File: src/rtl/bcg_pkg.sv
package bcg_pkg;

  // Burst length codes as seen on the mode pins
  localparam logic [2:0] LEN_ONE   = 3'd0;
  localparam logic [2:0] LEN_TWO   = 3'd1;
  localparam logic [2:0] LEN_FOUR  = 3'd2;
  localparam logic [2:0] LEN_EIGHT = 3'd3;
  localparam logic [2:0] LEN_PAGE  = 3'd7;

  typedef struct packed {
    logic [2:0] len;
    logic       ilv;
  } bcg_mode_t;

  localparam bcg_mode_t MODE_RESET = '{len: LEN_ONE, ilv: 1'b0};

  // Number of low column bits that wrap for a fixed-length code
  function automatic int unsigned wrap_bits(input logic [2:0] code);
    case (code)
      LEN_TWO:   return 1;
      LEN_FOUR:  return 2;
      LEN_EIGHT: return 3;
      default:   return 0;
    endcase
  endfunction

endpackage

File: src/rtl/bcg_mode_reg.sv
module bcg_mode_reg
  import bcg_pkg::*;
(
  input  logic      clk,
  input  logic      rst_n,
  input  logic      mode_set_i,
  input  logic [2:0] mode_len_i,
  input  logic      mode_ilv_i,
  output bcg_mode_t mode_o
);

  bcg_mode_t mode_q;

  always_ff @(posedge clk or negedge rst_n) begin
    if (!rst_n) begin
      mode_q <= MODE_RESET;
    end else if (mode_set_i) begin
      mode_q.len <= mode_len_i;
      mode_q.ilv <= mode_ilv_i;
    end
  end

  assign mode_o = mode_q;


  mode_hold_chk: assert property (@(posedge clk) disable iff (!rst_n)
    !mode_set_i |=> $stable(mode_q));


  mode_load_chk: assert property (@(posedge clk) disable iff (!rst_n)
    mode_set_i |=> (mode_q.len == $past(mode_len_i)) && (mode_q.ilv == $past(mode_ilv_i)));

endmodule

File: src/rtl/bcg_beat_ctrl.sv
module bcg_beat_ctrl
  import bcg_pkg::*;
#(
  parameter int unsigned COL_W = 8
) (
  input  logic             clk,
  input  logic             rst_n,
  input  bcg_mode_t        mode_i,
  input  logic             start_i,
  input  logic [COL_W-1:0] start_col_i,
  input  logic             term_i,
  input  logic             ready_i,
  output logic             valid_o,
  output logic             last_o,
  output logic [COL_W-1:0] base_o,
  output logic [COL_W-1:0] beat_o,
  output logic [COL_W-1:0] mask_o,
  output logic             page_o,
  output logic             ilv_o
);

  localparam logic [COL_W-1:0] ALL_ONES = {COL_W{1'b1}};
  localparam logic [COL_W-1:0] ONE      = COL_W'(1);

  logic             valid_q;
  logic [COL_W-1:0] cnt_q;
  logic [COL_W-1:0] base_q;
  logic [COL_W-1:0] mask_q;
  logic             page_q;
  logic             ilv_q;

  logic [COL_W-1:0] mask_d;
  logic             page_d;
  logic             fire;
  logic             last;
  logic             page_stop;

  // Burst configuration decoded from the captured mode
  always_comb begin
    page_d = (mode_i.len == LEN_PAGE);
    if (page_d) mask_d = ALL_ONES;
    else        mask_d = (ONE << wrap_bits(mode_i.len)) - ONE;
  end

  assign fire      = valid_q && ready_i;
  assign last      = valid_q && !page_q && (cnt_q == mask_q);
  assign page_stop = valid_q && page_q && term_i;

  always_ff @(posedge clk or negedge rst_n) begin
    if (!rst_n) begin
      valid_q <= 1'b0;
      cnt_q   <= '0;
      base_q  <= '0;
      mask_q  <= '0;
      page_q  <= 1'b0;
      ilv_q   <= 1'b0;
    end else if (start_i) begin
      valid_q <= 1'b1;
      cnt_q   <= '0;
      base_q  <= start_col_i;
      mask_q  <= mask_d;
      page_q  <= page_d;
      ilv_q   <= mode_i.ilv;
    end else if (page_stop) begin
      valid_q <= 1'b0;
    end else if (fire) begin
      if (last) valid_q <= 1'b0;
      else      cnt_q   <= cnt_q + ONE;
    end
  end

  assign valid_o = valid_q;
  assign last_o  = last;
  assign base_o  = base_q;
  assign beat_o  = cnt_q;
  assign mask_o  = mask_q;
  assign page_o  = page_q;
  assign ilv_o   = ilv_q;


  last_valid_chk: assert property (@(posedge clk) disable iff (!rst_n)
    last_o |-> valid_o);


  stall_hold_chk: assert property (@(posedge clk) disable iff (!rst_n)
    valid_q && !ready_i && !start_i && !(page_q && term_i)
    |=> valid_q && $stable(cnt_q) && $stable(base_q) && $stable(last_o));


  end_after_last_chk: assert property (@(posedge clk) disable iff (!rst_n)
    valid_q && ready_i && last_o && !start_i |=> !valid_q);


  page_no_last_chk: assert property (@(posedge clk) disable iff (!rst_n)
    valid_q && page_q |-> !last_o);


  term_end_chk: assert property (@(posedge clk) disable iff (!rst_n)
    valid_q && page_q && term_i && !start_i |=> !valid_q);


  term_ignored_chk: assert property (@(posedge clk) disable iff (!rst_n)
    valid_q && !page_q && term_i && !ready_i && !start_i |=> valid_q);


  restart_chk: assert property (@(posedge clk) disable iff (!rst_n)
    start_i |=> valid_q && (cnt_q == '0));

endmodule

File: src/rtl/bcg_addr_map.sv
module bcg_addr_map #(
  parameter int unsigned COL_W = 8
) (
  input  logic             clk,
  input  logic             rst_n,
  input  logic             valid_i,
  input  logic [COL_W-1:0] base_i,
  input  logic [COL_W-1:0] beat_i,
  input  logic [COL_W-1:0] mask_i,
  input  logic             page_i,
  input  logic             ilv_i,
  output logic [COL_W-1:0] addr_o
);

  logic [COL_W-1:0] sum_w;
  logic [COL_W-1:0] flip_w;
  logic             use_flip;

  assign sum_w    = base_i + beat_i;
  assign flip_w   = base_i ^ beat_i;
  assign use_flip = ilv_i && !page_i;

  // Per bit: wrapping bits follow the order, the rest keep the start column
  for (genvar i = 0; i < COL_W; i++) begin : g_bit
    assign addr_o[i] = mask_i[i] ? (use_flip ? flip_w[i] : sum_w[i]) : base_i[i];
  end


  ilv_order_chk: assert property (@(posedge clk) disable iff (!rst_n)
    valid_i && use_flip |-> ((addr_o ^ base_i) == beat_i));


  seq_order_chk: assert property (@(posedge clk) disable iff (!rst_n)
    valid_i && !use_flip
    |-> (((addr_o - base_i) & mask_i) == (beat_i & mask_i))
        && (((addr_o ^ base_i) & ~mask_i) == '0));

endmodule

File: src/rtl/burst_col_gen.sv
module burst_col_gen
  import bcg_pkg::*;
#(
  parameter int unsigned COL_W = 8
) (
  input  logic             clk,
  input  logic             rst_n,
  input  logic             mode_set_i,
  input  logic [2:0]       mode_len_i,
  input  logic             mode_ilv_i,
  input  logic             start_i,
  input  logic [COL_W-1:0] start_col_i,
  input  logic             term_i,
  output logic             col_valid_o,
  input  logic             col_ready_i,
  output logic [COL_W-1:0] col_addr_o,
  output logic             col_last_o
);

  bcg_mode_t        mode_w;
  logic [COL_W-1:0] base_w;
  logic [COL_W-1:0] beat_w;
  logic [COL_W-1:0] mask_w;
  logic             page_w;
  logic             ilv_w;

  bcg_mode_reg i_mode (
    .clk        (clk),
    .rst_n      (rst_n),
    .mode_set_i (mode_set_i),
    .mode_len_i (mode_len_i),
    .mode_ilv_i (mode_ilv_i),
    .mode_o     (mode_w)
  );

  bcg_beat_ctrl #(.COL_W(COL_W)) i_ctrl (
    .clk         (clk),
    .rst_n       (rst_n),
    .mode_i      (mode_w),
    .start_i     (start_i),
    .start_col_i (start_col_i),
    .term_i      (term_i),
    .ready_i     (col_ready_i),
    .valid_o     (col_valid_o),
    .last_o      (col_last_o),
    .base_o      (base_w),
    .beat_o      (beat_w),
    .mask_o      (mask_w),
    .page_o      (page_w),
    .ilv_o       (ilv_w)
  );

  bcg_addr_map #(.COL_W(COL_W)) i_map (
    .clk     (clk),
    .rst_n   (rst_n),
    .valid_i (col_valid_o),
    .base_i  (base_w),
    .beat_i  (beat_w),
    .mask_i  (mask_w),
    .page_i  (page_w),
    .ilv_i   (ilv_w),
    .addr_o  (col_addr_o)
  );


  start_addr_chk: assert property (@(posedge clk) disable iff (!rst_n)
    start_i |=> col_valid_o && (col_addr_o == $past(start_col_i)));


  stall_addr_chk: assert property (@(posedge clk) disable iff (!rst_n)
    col_valid_o && !col_ready_i && !start_i && !term_i |=> $stable(col_addr_o));

endmodule

File: config.mk
export PLATFORM = sky130hd
export DESIGN_NAME = burst_col_gen
export DESIGN_NICKNAME = d
export VERILOG_FILES = /design/src/rtl/bcg_pkg.sv /design/src/rtl/bcg_mode_reg.sv /design/src/rtl/bcg_beat_ctrl.sv /design/src/rtl/bcg_addr_map.sv /design/src/rtl/burst_col_gen.sv
export SDC_FILE = /design/constraint.sdc
export NUM_CORES = 1
export LEC_CHECK = 0
export ABC_AREA = 1
export BUFFER_PORTS_ARGS = -buffer_cell sky130_fd_sc_hd__buf_2
export CORE_MARGIN = 1.5
export CORE_UTILIZATION = 38
export DETAILED_ROUTE_END_ITERATION = 8
export PLACE_DENSITY_LB_ADDON = 0.1
export SLEW_MARGIN = 0
export SYNTH_ARGS = -nofsm -noshare
export SYNTH_HDL_FRONTEND = slang
export SYNTH_SLANG_ARGS = --single-unit
File: constraint.sdc
create_clock -name clk -period 2.4 [get_ports clk]
set_input_delay 0.36 -clock clk [delete_from_list [all_inputs] [get_ports clk]]
set_output_delay 0.36 -clock clk [all_outputs]
set_load 0.03 [all_outputs]
==> results.md, run 1 <==
* Library cell with the largest summed area after synthesis: sky130_fd_sc_hd__dfrtp_1
* Kind of end point of the critical path: output port
* Cell area after synthesis at 1660 µm²
* Starting density of the core at 40.6%
* DRC errors left at 0
* Core ar. at 4090 µm²
* Total wire length after detailed routing at 3710 µm
* Detailed Routing Iterations Pass 1 at 4
* Worst setup path category: reg2out
* Hold Vio Cnt, Final at 0
* Static leakage power at 1.05 nW
* Pin slew with the least headroom to its limit at 608 ps
* Class of the most critical hold timing path: in2async
* First-pass GRT wire length at 6380 µm
* Count of flip-flops with a built-in enable after synthesis at 0
* FMAX at 442 MHz
* Area Overhead vs Synth at 20.6%
* Areal power density over the cells at 622 nW/µm²
* Number of I/O pins at 28
* Post-synth net total at 253
* Proportion of layout cells with a drive suffix above 1 at 22.2%
* Placed Instance Area at between 1500 and 2000 µm²
* Final std cell area, no fill at 2000 µm²
* Setup repair after global routing missed its margin: false
* Setup Total Neg Slack at 0 ps
* Largest net degree at the start of global routing at 27
* Via density per instance at 4.85
* DIE WIDTH at 69.1 µm
* Vias at around 1500
* Maximum clock path buffer count at 2
* Clock latency of the later-clocked register in the worst-skew pair at 280 ps
* Number of antenna-violating nets in the routed design at 0
* Clk slew on worst S/H paths at 100 ps
* Clock sinks at 26
* IR Drop Worst-Case VDD at 0.261 mV
* Number of buffers created by CTS at 3
* Die boundary height at approximately 69 µm
* Synth top area share at about two fifths
* Unique cell type count in the Yosys netlist at 25
* Portion of the clock cycle consumed by the worst path in the final layout at 94.3%
* Number of instances in the synthesized netlist at approximately 230
* Violation count after the first detailed-route iteration at 80
* Cell chosen for the clock root: sky130_fd_sc_hd__clkbuf_8
* Total inserted antenna cells at 0
* Dominant cells by area after synthesis: sky130_fd_sc_hd__dfrtp_1 (39%), sky130_fd_sc_hd__nand2_1 (16%), sky130_fd_sc_hd__inv_1 (6.3%)
* Number of inserted filler cells in the final layout at 450
* Register area share after synthesis at 39.2%
* Flip-flop cell with the highest count after synthesis: sky130_fd_sc_hd__dfrtp_1
* Syn Area/Cell at 7.35 µm²
* FFs w/ async S/R, synth at between 90% and 100%
* Fin Clk Skew at approximately 3.8 ps
* Kind of start point of the critical path: register
* Result of the run: complete, no violations
* GRT Overall Usage at ~16%
* Overflow left after global routing at 0
* Placed wire-length estimate after detailed placement at around 2700 µm
* Total Die Area at 4770 µm²
* Max-slew headroom at the worst pin at approximately three fifths
* Required time reported for the critical path endpoint at 2040 ps
* Detail-routed net length per standard cell at 12.1 µm
* Final-report setup violation count at 0
* Data arrival, critical path at 1900 ps
* Number of global-route vias before repair at 1351
* Final Critical Period at 2260 ps
* Synth warnings at 0
* Count of input and output buffers at 27
* Maximum fanout count along the critical path at 2
* Final weighted congestion in routability-driven placement at 0.775
* Antenna violations before repair at 0
* H-tree lvl count at 1
* CTS tree: done
* Number of maximum-capacitance constraint violations at 0
* Seq cells post-synth at 26
* Final-stage net count at 285
* Std-Cell Rows at 23
* Final slew viol count at 0
-- critical path, cell delays in order (launching register included) --
cell and delay [ps]:
sky130_fd_sc_hd__dfrtp_1 410, sky130_fd_sc_hd__ha_2 190, sky130_fd_sc_hd__inv_1 70, sky130_fd_sc_hd__fa_2 430, sky130_fd_sc_hd__a21oi_1 140, sky130_fd_sc_hd__o21ai_0 90, sky130_fd_sc_hd__o21ai_0 80, sky130_fd_sc_hd__buf_2 220
-- cell usage in the layout, fill, tap and decap left out, types with 2 or more instances in the layout --
cell type / Yosys / layout
sky130_fd_sc_hd__a21oi_1: 3 / 2
sky130_fd_sc_hd__buf_2: 1 / 26
sky130_fd_sc_hd__buf_4: 0 / 5
sky130_fd_sc_hd__clkbuf_8: 0 / 3
sky130_fd_sc_hd__dfrtp_1: 26 / 22
sky130_fd_sc_hd__dfrtp_2: 0 / 4
sky130_fd_sc_hd__ha_1: 8 / 4
sky130_fd_sc_hd__ha_4: 0 / 3
sky130_fd_sc_hd__inv_1: 28 / 28
sky130_fd_sc_hd__inv_2: 3 / 3
sky130_fd_sc_hd__mux2_2: 2 / 2
sky130_fd_sc_hd__nand2_1: 69 / 69
sky130_fd_sc_hd__nand2_4: 2 / 2
sky130_fd_sc_hd__nand3_1: 20 / 19
sky130_fd_sc_hd__nand3_2: 1 / 2
sky130_fd_sc_hd__nand3b_1: 2 / 2
sky130_fd_sc_hd__nand4_1: 6 / 6
sky130_fd_sc_hd__nor2_1: 14 / 14
sky130_fd_sc_hd__nor2_2: 3 / 3
sky130_fd_sc_hd__o21ai_0: 20 / 20
sky130_fd_sc_hd__o21ai_1: 3 / 3
sky130_fd_sc_hd__xnor2_1: 2 / 2
sky130_fd_sc_hd__xor2_1: 5 / 5
-- path summary, 6_finish.rpt --
| kind | endpoint | from | cells after the start | slack [ps] |
|---|---|---|---|---|
| max | col_addr_o[1] | i_ctrl.base_o[0] | 7 | 140 |
| min | i_ctrl.beat_o[7] | rst_n | 1 | 80 |
| max reg2reg | i_ctrl.beat_o[4] | i_ctrl.page_o | 8 | 720 |
| min reg2reg | i_ctrl.mask_o[0] | i_mode.mode_o[3] | 1 | 490 |
| max in group asynchronous | i_ctrl.beat_o[5] | rst_n | 1 | 1890 |
| min in group clk | i_ctrl.base_o[6] | start_col_i[6] | 3 | 270 |
-- power breakdown --
group          switching [mW]  internal (mW)
Sequential             0.0370          0.476
Clock                   0.153          0.224
Combinational           0.230          0.125
-- cells by family after synthesis --
| family | share of synthesized area, % |
|---|---|
| simple gates | 31.3 |
| buf+inv | 7.99 |
| compound gates | 9.19 |
| flops | 39.2 |
| fa+ha+maj | 7.23 |
| xor+xnor | 3.69 |
| mux | 1.36 |
-- registers in the layout, indices dropped and copies added (netlist names) --
signal / cells
i_ctrl.base_o: 8
i_ctrl.page_o: 1
i_ctrl.valid_o: 1
i_ctrl.beat_o: 8
i_ctrl.ilv_o: 1
i_ctrl.mask_o: 3
i_mode.mode_o: 4
-- Yosys cell counts (all sizes together), types with 2 or more instances --
cell    count
mux2        2
nand3b      2
clkbuf      3
ha          8
nand4       6
nand3      21
a21oi       3
dfrtp      26
o21ai      23
nand2      71
inv        31
nor2       17
xnor2       2
xor2        5
-- routing by layer --
layer / up-vias / track usage [%] / routed length, µm
met2: 18 / 25.0 / 1690
li1: 794 / - / -
met1: 674 / 23.7 / 1910
met4: 0 / 4.58 / 36
met3: 4 / 2.19 / 77
met5: - / 0 / 0
-- area by class of cell --
| type | instances | area [µm²] | share of cell area, % |
|---|---|---|---|
| Clock buffer | 3 | 41.3 | 2.06 |
| Clock inverter | 1 | 30.0 | 1.50 |
| Inverter | 31 | 116 | 5.81 |
| Multi-Input combinational cell | 165 | 928 | 46.4 |
| Sequential cell | 26 | 656 | 32.8 |
| Tap cell | 50 | 62.6 | 3.13 |
| Timing Repair Buffer | 31 | 168 | 8.38 |
-- per-stage QoR --
| stage | std cells | setup slack [ps] | power [mW] | hold WS [ps] | util [%] |
|---|---|---|---|---|---|
| 2_1_floorplan | 226 | 131 | 0.757 | 64.4 | - |
| 3_5_place_dp | 301 | 342 | 0.859 | 412 | 45.4 |
| 6_report | 307 | 136 | 1.25 | 79.4 | 49.0 |
| 3_3_place_gp | 301 | 388 | 0.861 | 411 | 45.4 |
| 4_1_cts | 305 | 18.8 | 1.24 | 100 | 47.2 |
| 5_1_grt | 307 | 7.68 | 1.32 | 122 | 49.0 |
-- what timing repair did --
| action | in CTS | in global routing |
|---|---|---|
| gates resized for setup | 0 | 14 |
| hold buffers | 0 | 0 |
| setup endpoints to repair | 0 | 6 |
| setup buffers | 0 | 2 |
| hold endpoints to repair | 0 | 0 |
No activity file was read; power rests on OpenSTA's default activity.
==> run 2, diff against run 1 <==
- CORE_ASPECT_RATIO: not set -> 0.7
- CORE_MARGIN: 1.5 -> 5
==> results.md, run 2 (synthesis results as in run 1) <==
* Result of the run: complete, no violations (unchanged)
* Class of the most critical hold timing path: in2async (unchanged)
* Data arrival, critical path at 1920 ps (was 1900 ps)
* Overflow left after global routing at 0 (unchanged)
* Grt met3 use at 3.88% (was 2.19%)
* Portion of the clock cycle consumed by the worst path in the final layout at 95.1% (was 94.3%)
* Violation count after the first detailed-route iteration at 56 (was 80)
* Number of maximum-capacitance constraint violations at 0 (unchanged)
* Via density per instance at 4.84 (was 4.85)
* First-pass GRT wire length at 6750 µm (was 6380 µm)
* CTS tree: done (unchanged)
* Number of buffers created by CTS at 3 (unchanged)
* CP Cell Sequence: ha_2 > inv_1 > fa_2 > inv_1 > nand2_1 > xor2_1 > o21ai_0 > buf_2 (was ha_2 > inv_1 > fa_2 > a21oi_1 > o21ai_0 > o21ai_0 > buf_2)
* FMAX at 438 MHz (was 442 MHz)
* Die boundary height at 65.3 µm (was 69.1 µm)
* Core ar. at 4280 µm² (was 4090 µm²)
* Area Overhead vs Synth at 20.3% (was 20.6%)
* Areal power density over the cells at 631 nW/µm² (was 622 nW/µm²)
* Fin Clk Skew at 5.39 ps (was 3.83 ps)
* Final std cell area, no fill at 2000 µm² (about the same)
* Layer with the highest usage: met2 (unchanged)
* Detail-routed net length per standard cell at 13.0 µm (was 12.1 µm)
* Max stage delay on crit path at 380 ps (was 430 ps)
* Non-filler cells, final at 312 (was 307)
* Standard cell with the maximum stage delay on the critical path: sky130_fd_sc_hd__dfrtp_1 (was sky130_fd_sc_hd__fa_2)
* Number of antenna-violating nets in the routed design at 0 (unchanged)
* Kind of start point of the critical path: register (unchanged)
* Final-stage net count at 285 (unchanged)
* Cell chosen for the clock root: sky130_fd_sc_hd__clkbuf_8 (unchanged)
* Max-slew headroom at the worst pin at 57.3% (was 59.4%)
* Starting density of the core at 38.8% (was 40.6%)
* Most used cell, CP: sky130_fd_sc_hd__inv_1 (was sky130_fd_sc_hd__o21ai_0)
* Kind of end point of the critical path: output port (unchanged)
* Required time reported for the critical path endpoint at 2040 ps (about the same)
* Std-Cell Rows at 20 (was 23)
* H-tree lvl count at 1 (unchanged)
* Number of placed instances, taps included at 305 (was 301)
* Largest net degree at the start of global routing at 27 (unchanged)
* Clk slew on worst S/H paths at 100 ps (about the same)
* Count of input and output buffers at 27 (unchanged)
* Final weighted congestion in routability-driven placement at 0.831 (was 0.775)
* Most common cell after layout, fill and taps aside: sky130_fd_sc_hd__nand2_1 (unchanged)
* Maximum fanout count along the critical path at 2 (unchanged)
* Pre-CTS setup slack at 299 ps (was 342 ps)
* Detailed Routing Iterations Pass 1 at 4 (unchanged)
* Total Die Area at 5810 µm² (was 4770 µm²)
* Met1 usage at 21.6% (was 23.7%)
* Total of hold buffers inserted after clock tree synthesis at 0 (unchanged)
* Placed wire-length estimate after detailed placement at 2950 µm (was 2690 µm)
* Antenna violations before repair at 0 (unchanged)
* Worst Slack Setup Final at 118 ps (was 136 ps)
* Worst setup path category: reg2out (unchanged)
* Final Critical Period at 2280 ps (was 2260 ps)
* Worst hold-check slack at 81.9 ps (was 79.4 ps)
* Vias at 1511 (was 1490)
* Most used cells in the layout excluding fill and tap cells: sky130_fd_sc_hd__nand2_1 (69), sky130_fd_sc_hd__inv_1 (28), sky130_fd_sc_hd__buf_2 (24), sky130_fd_sc_hd__dfrtp_1 (23) (was sky130_fd_sc_hd__nand2_1 (69), sky130_fd_sc_hd__inv_1 (28), sky130_fd_sc_hd__buf_2 (26), sky130_fd_sc_hd__dfrtp_1 (22), sky130_fd_sc_hd__o21ai_0 (20))
* Clock latency of the later-clocked register in the worst-skew pair at 280 ps (about the same)
* DRC errors left at 0 (unchanged)
* DIE WIDTH at 89.0 µm (was 69.1 µm)
* Hold Vio Cnt, Final at 0 (unchanged)
* Number of I/O pins at 28 (unchanged)
* Final slew viol count at 0 (unchanged)
* Met2 demand-to-capacity share in global routing at 22.8% (was 25.0%)
* Proportion of layout cells with a drive suffix above 1 at 21.4% (was 22.2%)
* Pin slew with the least headroom to its limit at 641 ps (was 608 ps)
* Static leakage power at 1.06 nW (was 1.05 nW)
* Total wire length after detailed routing at 4040 µm (was 3710 µm)
* Number of global-route vias before repair at 1416 (was 1351)
* Final-report setup violation count at 0 (unchanged)
* Placed Instance Area at 1860 µm² (about the same)
* IR Drop Worst-Case VDD at 0.268 mV (was 0.261 mV)
* Total inserted antenna cells at 0 (unchanged)
* Clock sinks at 26 (unchanged)
* Maximum clock path buffer count at 2 (unchanged)
* GRT Overall Usage at 15.1% (was 16.2%)
## run 2: area by class of cell
type	count	area (µm²)
clock buffer	3	41.3
tap	55	68.8
clock inverter	1	30.0
inverter	31	116
fill	464	2280
timing repair buffer	31	173
sequential	26	654
multi-input combinational	165	915
## run 2: critical path, delay by kind of cell, from the launching register on
family | cells | cell delay, ps
adder cells (fa/ha/maj) | 2 | 540
flip-flops | 1 | 380
buffers and inverters | 3 | 370
AO/OA/AOI/OAI | 1 | 150
XOR/XNOR | 1 | 130
AND/OR/NAND/NOR | 1 | 70
## run 2: repair_timing
| action | 4_1_cts | 5_1_grt |
|---|---|---|
| endpoints found under the setup margin | 3 | 5 |
| buffers inserted | 1 | 2 |
| gates resized for setup | 0 | 13 |
| pin swaps | 0 | 2 |
## run 2: path summary, 6_finish.rpt
kind / from / cells past startpoint / end / slack, ps
max: i_ctrl.beat_o[0] / 8 / col_addr_o[2] / 120
min: rst_n / 1 / i_ctrl.base_o[7] / 80
max reg2reg: i_ctrl.page_o / 8 / i_ctrl.beat_o[4] / 690
min reg2reg: i_mode.mode_o[3] / 1 / i_ctrl.mask_o[0] / 490
max in group asynchronous: rst_n / 1 / i_ctrl.beat_o[4] / 1860
min in group clk: start_col_i[2] / 3 / i_ctrl.base_o[2] / 280
## run 2: power breakdown
group | switching, mW | internal [mW] | total (mW)
combinational | 0.238 | 0.129 | 0.367
clock | 0.157 | 0.224 | 0.381
sequential | 0.0362 | 0.477 | 0.513
## run 2: metrics by stage
stage | util, % | total power [mW] | TNS (ps)
after floorplan | - | 0.757 | 0
after global placement | 43.4 | 0.865 | 0
after detailed placement | 43.4 | 0.865 | 0
after CTS | 45.2 | 1.26 | 0
after global routing | 46.7 | 1.34 | -7.76
final | 46.7 | 1.26 | 0
## run 2: layer usage
metal	share of wire, %	vias to the layer above	wire length [µm]
met4	0.82	0	33
met5	0	-	0
met3	4.9	6	199
met2	42	30	1700
met1	52	688	2110
li1	-	787	-
==> run 3, diff against run 2 <==
- CORE_UTILIZATION: 38 -> 49
==> results.md, run 3 (synthesis results as in run 1) <==
* Result of the run: complete, no violations (unchanged)
* Worst setup path category: reg2out (unchanged)
* Final slew viol count at 0 (unchanged)
* Final Critical Period at 2320 ps (was 2280 ps)
* Total Die Area at 4670 µm² (was 5810 µm²)
* GRT Overall Usage at 17.3% (was 15.1%)
* Final-stage net count at 283 (was 285)
* Number of I/O pins at 28 (unchanged)
* Maximum clock path buffer count at 2 (unchanged)
* Logic gate share of total power at 28.5% (was 29.1%)
* Worst hold-check slack at 69.9 ps (was 81.9 ps)
* Std-Cell Rows at 17 (was 20)
* Number of antenna-violating nets in the routed design at 0 (unchanged)
* Max-slew headroom at the worst pin at 61.5% (was 57.3%)
* Count of input and output buffers at 27 (unchanged)
* Proportion of layout cells with a drive suffix above 1 at 21.6% (was 21.4%)
* Net switching power figure at 0.412 mW (was 0.431 mW)
* Power Internal at 0.824 mW (was 0.829 mW)
* Reg power frac at 41.8% (was 40.7%)
* Number of global-route vias before repair at 1374 (was 1416)
* Maximum fanout count along the critical path at 3 (was 2)
* Number of maximum-capacitance constraint violations at 0 (unchanged)
* Antenna violations before repair at 0 (unchanged)
* First-pass GRT wire length at 6290 µm (was 6750 µm)
* Most common cell after layout, fill and taps aside: sky130_fd_sc_hd__nand2_1 (unchanged)
* Number of buffers created by CTS at 3 (unchanged)
* Kind of end point of the critical path: output port (unchanged)
* Areal power density over the cells at 620 nW/µm² (was 631 nW/µm²)
* CTS tree: done (unchanged)
* Kind of start point of the critical path: register (unchanged)
* Overflow left after global routing at 0 (unchanged)
* Final-report setup violation count at 0 (unchanged)
* Data arrival, critical path at 1960 ps (was 1920 ps)
* Non-filler cells, final at 302 (was 312)
* Switching part of the total at 33.3% (was 34.2%)
* H-tree lvl count at 1 (unchanged)
* Number of inserted filler cells in the final layout at 297 (was 464)
* Hold Vio Cnt, Final at 0 (unchanged)
* Worst Slack Setup Final at 81.7 ps (was 118 ps)
* Detailed Routing Iterations Pass 1 at 5 (was 4)
* Violation count after the first detailed-route iteration at 71 (was 56)
* Total wire length after detailed routing at 3610 µm (was 4040 µm)
* Class of the most critical hold timing path: in2async (unchanged)
* Clock sinks at 26 (unchanged)
* Setup repair after global routing missed its margin: false
* Vias at 1497 (was 1511)
* Number of placed instances, taps included at 297 (was 305)
* Detail-routed net length per standard cell at 11.9 µm (was 13.0 µm)
* Pin slew with the least headroom to its limit at 577 ps (was 641 ps)
* DIE WIDTH at 79.6 µm (was 89.0 µm)
* DRC errors left at 0 (unchanged)
* Clk slew on worst S/H paths at 90 ps (was 100 ps)
* Share of power burned in the clock network at 29.7% (was 30.2%)
* Most used cells in the layout excluding fill and tap cells: sky130_fd_sc_hd__nand2_1 (69), sky130_fd_sc_hd__inv_1 (28), sky130_fd_sc_hd__buf_2 (25), sky130_fd_sc_hd__dfrtp_1 (22) (was sky130_fd_sc_hd__nand2_1 (69), sky130_fd_sc_hd__inv_1 (28), sky130_fd_sc_hd__buf_2 (24), sky130_fd_sc_hd__dfrtp_1 (23))
* Area Overhead vs Synth at 20.0% (was 20.3%)
* Via density per instance at 4.96 (was 4.84)
* Total inserted antenna cells at 0 (unchanged)
* Static leakage power at 1.04 nW (was 1.06 nW)
* Fin Clk Skew at 7.12 ps (was 5.39 ps)
* Setup Total Neg Slack at 0 ps (unchanged)
* Pre-CTS setup slack at 320 ps (was 299 ps)
* Final weighted congestion in routability-driven placement at 0.886 (was 0.831)
* Die boundary height at 58.7 µm (was 65.3 µm)
* Core ar. at 3210 µm² (was 4280 µm²)
* Required time reported for the critical path endpoint at 2040 ps (about the same)
* FMAX at 431 MHz (was 438 MHz)
* Portion of the clock cycle consumed by the worst path in the final layout at 96.6% (was 95.1%)
* Starting density of the core at 51.7% (was 38.8%)
* Clock latency of the later-clocked register in the worst-skew pair at 280 ps (about the same)
* Cell chosen for the clock root: sky130_fd_sc_hd__clkbuf_8 (unchanged)
* IR Drop Worst-Case VDD at 0.351 mV (was 0.268 mV)
* Largest net degree at the start of global routing at 27 (unchanged)
* Placed wire-length estimate after detailed placement at 2720 µm (was 2950 µm)
==> run 3: cell types whose count changed in the layout (fill, tap and decap cells not counted), sizes merged <==
cell  change
buf       -2
==> run 3: what timing repair did <==
action	CTS	global route
pin swaps	0	1
resized for setup	1	12
buffers inserted	0	1
hold buffers	0	0
setup endpoints to repair	1	6
==> run 3: metal layers <==
layer  global-route usage [%]  vias up  part of all wire, %
li1                         -      784                    -
met1                     24.9      677                   51
met2                     26.0       31                   43
met3                     4.28        5                  5.5
met4                     4.41        0                  1.3
met5                        0        -                    0
==> run 3: critical path, cell delays in order (launching register included) <==
cell	delay [ps]
sky130_fd_sc_hd__dfrtp_1	410
sky130_fd_sc_hd__ha_2	200
sky130_fd_sc_hd__inv_1	50
sky130_fd_sc_hd__fa_2	340
sky130_fd_sc_hd__inv_1	100
sky130_fd_sc_hd__nand2_1	70
sky130_fd_sc_hd__xor2_1	130
sky130_fd_sc_hd__o21ai_0	180
sky130_fd_sc_hd__buf_4	200
==> run 3: final cells by class <==
class	instances	area, µm²	area share [%]
multi-input cells	165	936	47.0
well taps	47	58.8	2.95
clock buffers	3	41.3	2.07
repair buffers	29	155	7.78
flip-flops and latches	26	656	32.9
inverters	31	116	5.84
clock inverters	1	30.0	1.51
==> run 3: power by group through the flow <==
stage	Sequential (mW)	Clock, mW	Combinational [mW]
2_1_floorplan	0.516	0	0.240
3_3_place_gp	0.522	0	0.333
3_5_place_dp	0.523	0	0.337
4_1_cts	0.514	0.376	0.340
5_1_grt	0.523	0.392	0.396
6_report	0.517	0.368	0.352
==> run 3: worst paths after layout <==
path	from	endpoint	slack (ps)	depth (start not counted)
worst min register to register	i_mode.mode_o[3]	i_ctrl.mask_o[0]	490	1
min in group clk	start_col_i[5]	i_ctrl.base_o[5]	280	3
worst max register to register	i_ctrl.page_o	i_ctrl.beat_o[2]	760	8
worst max-delay path	i_ctrl.beat_o[0]	col_addr_o[2]	80	8
max in group asynchronous	rst_n	i_ctrl.beat_o[5]	1920	1
worst min-delay path	rst_n	i_ctrl.beat_o[3]	70	1
==> run 3: through the flow <==
| step | power, mW | util [%] | cell area (µm²) |
|---|---|---|---|
| 6_report | 1.24 | 62.1 | 1990 |
| 2_1_floorplan | 0.757 | - | 1660 |
| 3_3_place_gp | 0.855 | 57.5 | 1850 |
| 5_1_grt | 1.31 | 62.1 | 1990 |
| 4_1_cts | 1.23 | 59.8 | 1920 |
| 3_5_place_dp | 0.859 | 57.5 | 1850 |
